$ cat src/rtl/evtctr_pkg.sv
package evtctr_pkg;
  // Address map (byte offsets); counter i halves at CNT_BASE + 8*i (+4 high),
  // control word i at CTL_BASE + 4*i.
  localparam logic [7:0] CNT_BASE = 8'hA0;
  localparam logic [7:0] CTL_BASE = 8'hD8;
  localparam logic [7:0] BOX_OFF  = 8'hF4;

  // Box control fields
  localparam int BOX_FRZEN_BIT  = 16;
  localparam int BOX_MFRZ_BIT   = 8;
  localparam int BOX_CLRCNT_BIT = 1;
  localparam int BOX_CLRCTL_BIT = 0;

  // Counter control fields
  localparam int CTL_EN_BIT = 22;
  localparam int SEL_W      = 8;

  // Write strobes produced by the box-control stage
  typedef struct packed {
    logic clr_cnt;
    logic clr_ctl;
  } box_pulse_t;
endpackage

$ cat src/rtl/evtctr_regdec.sv
module evtctr_regdec
  import evtctr_pkg::*;
#(
  parameter int NUM_CTR = 4,
  parameter int ADDR_W  = 8
) (
  input  logic [ADDR_W-1:0]  addr,
  output logic               box_hit,
  output logic [NUM_CTR-1:0] ctl_hit,
  output logic [NUM_CTR-1:0] lo_hit,
  output logic [NUM_CTR-1:0] hi_hit
);
  assign box_hit = (addr == ADDR_W'(BOX_OFF));

  for (genvar i = 0; i < NUM_CTR; i++) begin : g_dec
    localparam int LO_OFF  = int'(CNT_BASE) + 8 * i;
    localparam int HI_OFF  = LO_OFF + 4;
    localparam int CTL_OFF = int'(CTL_BASE) + 4 * i;
    assign lo_hit[i]  = (addr == ADDR_W'(LO_OFF));
    assign hi_hit[i]  = (addr == ADDR_W'(HI_OFF));
    assign ctl_hit[i] = (addr == ADDR_W'(CTL_OFF));
  end
endmodule

$ cat src/rtl/evtctr_freeze.sv
module evtctr_freeze
  import evtctr_pkg::*;
(
  input  logic       clk,
  input  logic       rst_n,
  input  logic       box_wr,
  input  logic       wr_frz_en,
  input  logic       wr_mfrz,
  input  logic       wr_clr_cnt,
  input  logic       wr_clr_ctl,
  input  logic       frz_in,
  output logic       frz_en_q,
  output logic       mfrz_q,
  output logic       frozen,
  output box_pulse_t pulse
);
  always_ff @(posedge clk or negedge rst_n) begin
    if (!rst_n) begin
      frz_en_q <= 1'b0;
      mfrz_q   <= 1'b0;
    end else if (box_wr) begin
      frz_en_q <= wr_frz_en;
      mfrz_q   <= wr_mfrz;
    end
  end

  // Pulse bits are never stored: they act at the edge that takes the write.
  assign pulse.clr_cnt = box_wr & wr_clr_cnt;
  assign pulse.clr_ctl = box_wr & wr_clr_ctl;

  // Both freeze sources are gated by the arming bit.
  assign frozen = frz_en_q & (frz_in | mfrz_q);
endmodule

$ cat src/rtl/evtctr_slot.sv
module evtctr_slot
  import evtctr_pkg::*;
#(
  parameter int CTR_W  = 48,
  parameter int EVT_W  = 16,
  parameter int DATA_W = 32
) (
  input  logic              clk,
  input  logic              rst_n,
  input  logic [EVT_W-1:0]  evt,
  input  logic              frozen,
  input  box_pulse_t        pulse,
  input  logic              ctl_wr,
  input  logic              lo_wr,
  input  logic              hi_wr,
  input  logic [DATA_W-1:0] wdata,
  output logic [DATA_W-1:0] ctl_q,
  output logic [CTR_W-1:0]  cnt_q
);
  localparam int HI_W = CTR_W - DATA_W;

  logic             evt_sel;
  logic             bump;
  logic [SEL_W-1:0] sel;

  assign sel = ctl_q[SEL_W-1:0];

  // Select mux; any select value at or above EVT_W picks nothing.
  always_comb begin
    evt_sel = 1'b0;
    for (int i = 0; i < EVT_W; i++) begin
      if (sel == SEL_W'(i)) evt_sel = evt[i];
    end
  end

  assign bump = ctl_q[CTL_EN_BIT] & ~frozen & evt_sel;

  always_ff @(posedge clk or negedge rst_n) begin
    if (!rst_n)             ctl_q <= '0;
    else if (pulse.clr_ctl) ctl_q <= '0;
    else if (ctl_wr)        ctl_q <= wdata;
  end

  // Priority: clear, then software preload, then increment.
  always_ff @(posedge clk or negedge rst_n) begin
    if (!rst_n)             cnt_q <= '0;
    else if (pulse.clr_cnt) cnt_q <= '0;
    else if (lo_wr)         cnt_q[DATA_W-1:0] <= wdata;
    else if (hi_wr)         cnt_q[CTR_W-1:DATA_W] <= wdata[HI_W-1:0];
    else if (bump)          cnt_q <= cnt_q + CTR_W'(1);
  end
endmodule

$ cat src/rtl/evtctr_box.sv
module evtctr_box
  import evtctr_pkg::*;
#(
  parameter int NUM_CTR = 4,
  parameter int CTR_W   = 48,
  parameter int EVT_W   = 16,
  parameter int ADDR_W  = 8,
  parameter int DATA_W  = 32
) (
  input  logic              clk,
  input  logic              rst_n,
  input  logic [EVT_W-1:0]  evt_in,
  input  logic              frz_in,
  input  logic [ADDR_W-1:0] reg_addr,
  input  logic              reg_we,
  input  logic [DATA_W-1:0] reg_wdata,
  output logic [DATA_W-1:0] reg_rdata
);
  logic                              box_hit;
  logic [NUM_CTR-1:0]                ctl_hit, lo_hit, hi_hit;
  logic                              frz_en_q, mfrz_q, box_frozen;
  box_pulse_t                        pulse;
  logic [NUM_CTR-1:0][DATA_W-1:0]    ctl_q;
  logic [NUM_CTR-1:0][CTR_W-1:0]     cnt_q;

  evtctr_regdec #(.NUM_CTR(NUM_CTR), .ADDR_W(ADDR_W)) u_dec (
    .addr    (reg_addr),
    .box_hit (box_hit),
    .ctl_hit (ctl_hit),
    .lo_hit  (lo_hit),
    .hi_hit  (hi_hit)
  );

  evtctr_freeze u_frz (
    .clk        (clk),
    .rst_n      (rst_n),
    .box_wr     (reg_we & box_hit),
    .wr_frz_en  (reg_wdata[BOX_FRZEN_BIT]),
    .wr_mfrz    (reg_wdata[BOX_MFRZ_BIT]),
    .wr_clr_cnt (reg_wdata[BOX_CLRCNT_BIT]),
    .wr_clr_ctl (reg_wdata[BOX_CLRCTL_BIT]),
    .frz_in     (frz_in),
    .frz_en_q   (frz_en_q),
    .mfrz_q     (mfrz_q),
    .frozen     (box_frozen),
    .pulse      (pulse)
  );

  for (genvar i = 0; i < NUM_CTR; i++) begin : g_slot
    evtctr_slot #(.CTR_W(CTR_W), .EVT_W(EVT_W), .DATA_W(DATA_W)) u_slot (
      .clk    (clk),
      .rst_n  (rst_n),
      .evt    (evt_in),
      .frozen (box_frozen),
      .pulse  (pulse),
      .ctl_wr (reg_we & ctl_hit[i]),
      .lo_wr  (reg_we & lo_hit[i]),
      .hi_wr  (reg_we & hi_hit[i]),
      .wdata  (reg_wdata),
      .ctl_q  (ctl_q[i]),
      .cnt_q  (cnt_q[i])
    );
  end

  // Read mux: address hits are mutually exclusive; unmapped reads give zero.
  always_comb begin
    reg_rdata = '0;
    if (box_hit) begin
      reg_rdata[BOX_FRZEN_BIT] = frz_en_q;
      reg_rdata[BOX_MFRZ_BIT]  = mfrz_q;
    end
    for (int i = 0; i < NUM_CTR; i++) begin
      if (ctl_hit[i]) reg_rdata = ctl_q[i];
      if (lo_hit[i])  reg_rdata = cnt_q[i][DATA_W-1:0];
      if (hi_hit[i])  reg_rdata = DATA_W'(cnt_q[i][CTR_W-1:DATA_W]);
    end
  end
endmodule

$ cat config.mk
export PLATFORM = sky130hd
export DESIGN_NAME = evtctr_box
export DESIGN_NICKNAME = d
export VERILOG_FILES = /design/src/rtl/evtctr_pkg.sv /design/src/rtl/evtctr_regdec.sv /design/src/rtl/evtctr_freeze.sv /design/src/rtl/evtctr_slot.sv /design/src/rtl/evtctr_box.sv
export SDC_FILE = /design/constraint.sdc
export NUM_CORES = 1
export LEC_CHECK = 0
export ABC_AREA = 0
export BUFFER_PORTS_ARGS = -buffer_cell sky130_fd_sc_hd__buf_4
export CAP_MARGIN = 20
export CORE_UTILIZATION = 42
export CTS_BUF_LIST = sky130_fd_sc_hd__clkbuf_8 sky130_fd_sc_hd__clkbuf_16
export CTS_CLUSTER_DIAMETER = 150
export DETAILED_ROUTE_END_ITERATION = 7
export GPL_TIMING_DRIVEN = 1
export PLACE_DENSITY_LB_ADDON = 0.05
export SLEW_MARGIN = 10
export SYNTH_ARGS = -nofsm -noshare
export SYNTH_HDL_FRONTEND = slang
export SYNTH_HIERARCHICAL = 1
export SYNTH_SLANG_ARGS = --single-unit
export TNS_END_PERCENT = 20
$ cat constraint.sdc
create_clock -name clk -period 8.8 [get_ports clk]
set_input_delay 1.76 -clock clk [delete_from_list [all_inputs] [get_ports clk]]
set_output_delay 1.76 -clock clk [all_outputs]
set_load 0.01 [all_outputs]
==> qor.csv <==
metric,value,unit
post-CTS resize count,0,
Worst slew margin,12.15,%
Worst-Margin Slew,1.318,ns
final hold vios,0,
vias in the first global route,20920,
CTS Hold Bufs,0,
Root Buffer,clkbuf_16,
CTS Buf Count,43,
hold_sp,g_slot[3].u_slot/ctl_q[25],
Max rail drop VDD,135.7,uV
Buffers on Ports,91,
crit-path max FO,21,
# DRC,0,
launching point of the worst reg2reg path,g_slot[1].u_slot/ctl_q[0],
Core ar.,0.05266,sq mm
FF-to-FF path depth,6,
final hold slack,0.5227,ns
row cnt,84,
CP startpoint kind,primary input,
CTS tree,yes,
hpwl dp,68950,um
gate count after technology mapping,2669,
Worst Hold Depth,2,
Static Leak,0.009955,uW
Clock Latency Late Sink,0.59,ns
Worst EP arrival,5.23,ns
Yosys top cell area share,35.94,%
Synth warnings,6,
routed via count,23160,
Filler cells,5094,
Final period util,79.46,%
die area,0.05430,sq mm
Layout Nets,2728,
Critical Path End Type,primary output,
drt via density,6.837,
"commonest non-fill, non-tap cells in the layout","dfrtp_1 (322), nor2_1 (259), nand2_1 (250)",
Synthesized Nets,2733,
GRT Util Overall,36.48,%
pin count of the biggest net entering global routing,148,
clk sink count,322,
antenna violations before repair,0,
fmax,143.0,MHz
Placed Instance Area,0.02353,sq mm
most common flop cell mapped by yosys,dfrtp_1,
Post-Syn Area,0.02242,sq mm
outcome,completed,
DRT antenna net count,0,
layout cells sized above 1,12.17,%
#FFs+latches synth,322,
synthesized area per cell,8.399,sq um
clock slew at reported path FFs,0.06,ns
die height,233.0,um
Max Cap Viol,0,
# setup viols final,0,
Critical Path RT,7.04,ns
routability cong.,0.9222,
minimum clock period,6.992,ns
final WL,100400,um
Min-Delay Path Class,register to register,
top cell type by total area after synthesis,dfrtp_1,
R2R Path End,g_slot[1].u_slot/cnt_q[21],
"EDFF count, synth",0,
"Seq/Total Area, Yosys",35.94,%
CP Class,primary input to primary output,
drt initial violations,3310,
setup tns final,0,ns
routed len/inst,29.66,um
grt ovf,0,
Worst Setup SP,reg_addr[1],
total power,4458,uW
crit path to,reg_rdata[20],
final instance area,0.02526,sq mm
I/O pin total,92,
"most common cell after layout, fill and taps aside",dfrtp_1,
"reg-to-reg slack, setup",4.70,ns
post-synthesis cell type count,101,
Area contributors post-synth,"dfrtp_1 (36%), mux2i_1 (6.9%), a21oi_1 (5.0%)",
first-pass GRT wire length,145800,um
Final Max Tran Viols,0,
Die X,233.0,um
Initial Utilization,42.57,%
CTS max path bufs,3,
RSZ-0062 raised after global routing,false,
Pwr per Cell Area,176.5,mW/mm^2
asr flop ratio synth,100.0,%
Post-CTS Setup Inserts,0,
H-tree Lvls,2,
drt pass-1 iters,7,
Worst Skew,0.01495,ns
Area Growth Syn to Fin,12.69,%
## sequential cells by signal (all words and copies together), names as in the netlist
register             count
g_slot.u_slot/cnt_q    192
g_slot.u_slot/ctl_q    128
u_frz/frz_en_q           1
u_frz/mfrz_q             1
## critical path, stage by stage
cell	delay [ns]
buf_4	0.12
or4b_1	0.68
nor2_1	0.16
buf_4	0.28
nor2b_1	0.84
a22oi_1	0.13
o21ai_0	0.31
a221oi_1	0.14
nor3_1	0.57
buf_4	0.24
## cell usage after synthesis (47+ instances only)
cell type	instances
a21oi_1	223
a221oi_1	47
clkbuf_1	129
dfrtp_1	322
inv_1	88
mux2i_1	155
nand2_1	250
nand3_1	107
nor2_1	265
nor3_1	93
nor4_1	64
o21ai_0	142
## worst min path at each step
stage,to,slack [ns]
CTS,g_slot[3].u_slot/ctl_q[26],0.52
detailed placement,g_slot[3].u_slot/ctl_q[20],0.51
finish,g_slot[3].u_slot/ctl_q[25],0.52
global route,g_slot[3].u_slot/ctl_q[20],0.54
floorplan,g_slot[1].u_slot/ctl_q[30],0.49
global placement,g_slot[3].u_slot/ctl_q[29],0.50
## final cells by class
| type | instances | area [sq um] | share of cell area, % |
|---|---|---|---|
| Clock inverter | 25 | 385.4 | 1.526 |
| Clock buffer | 52 | 1222 | 4.839 |
| Inverter | 93 | 349.1 | 1.382 |
| Timing Repair Buffer | 146 | 1160 | 4.591 |
| Sequential cell | 322 | 8058 | 31.90 |
| Antenna cell | 3 | 7.507 | 0.02972 |
| Tap cell | 688 | 860.8 | 3.408 |
| Multi-Input combinational cell | 2058 | 13220 | 52.33 |
## cells by family after synthesis
kind of cell	share of synthesized area (%)
simple gates	22.94
xor+xnor	0.8205
fa+ha+maj	0.2233
mux	7.925
compound gates	26.87
buf+inv	5.269
flops	35.94
## metrics by stage
stage	util [%]	instances	worst slack (ns)
finish	47.98	3387	1.808
floorplan	-	2669	3.290
CTS	47.74	3372	1.868
detailed placement	44.68	3295	1.868
global route	47.96	3384	1.674
global placement	44.58	3290	1.876
## power by group
part	internal [uW]	leakage, uW	switching, uW	total [uW]
combinational	223	0.00507	362	585
clock	1280	0.000795	760	2040
sequential	1610	0.00409	230	1840
total	3110	0.00995	1350	4460
## metal layers
metal	global-route usage, %	part of all wire (%)	vias to the layer above
met2	52.08	42	1253
li1	-	-	10170
met3	8.064	9.9	196
met5	0	0	-
met1	53.78	45	11540
met4	12.01	3.3	0
No activity file was read; power rests on OpenSTA's default activity.
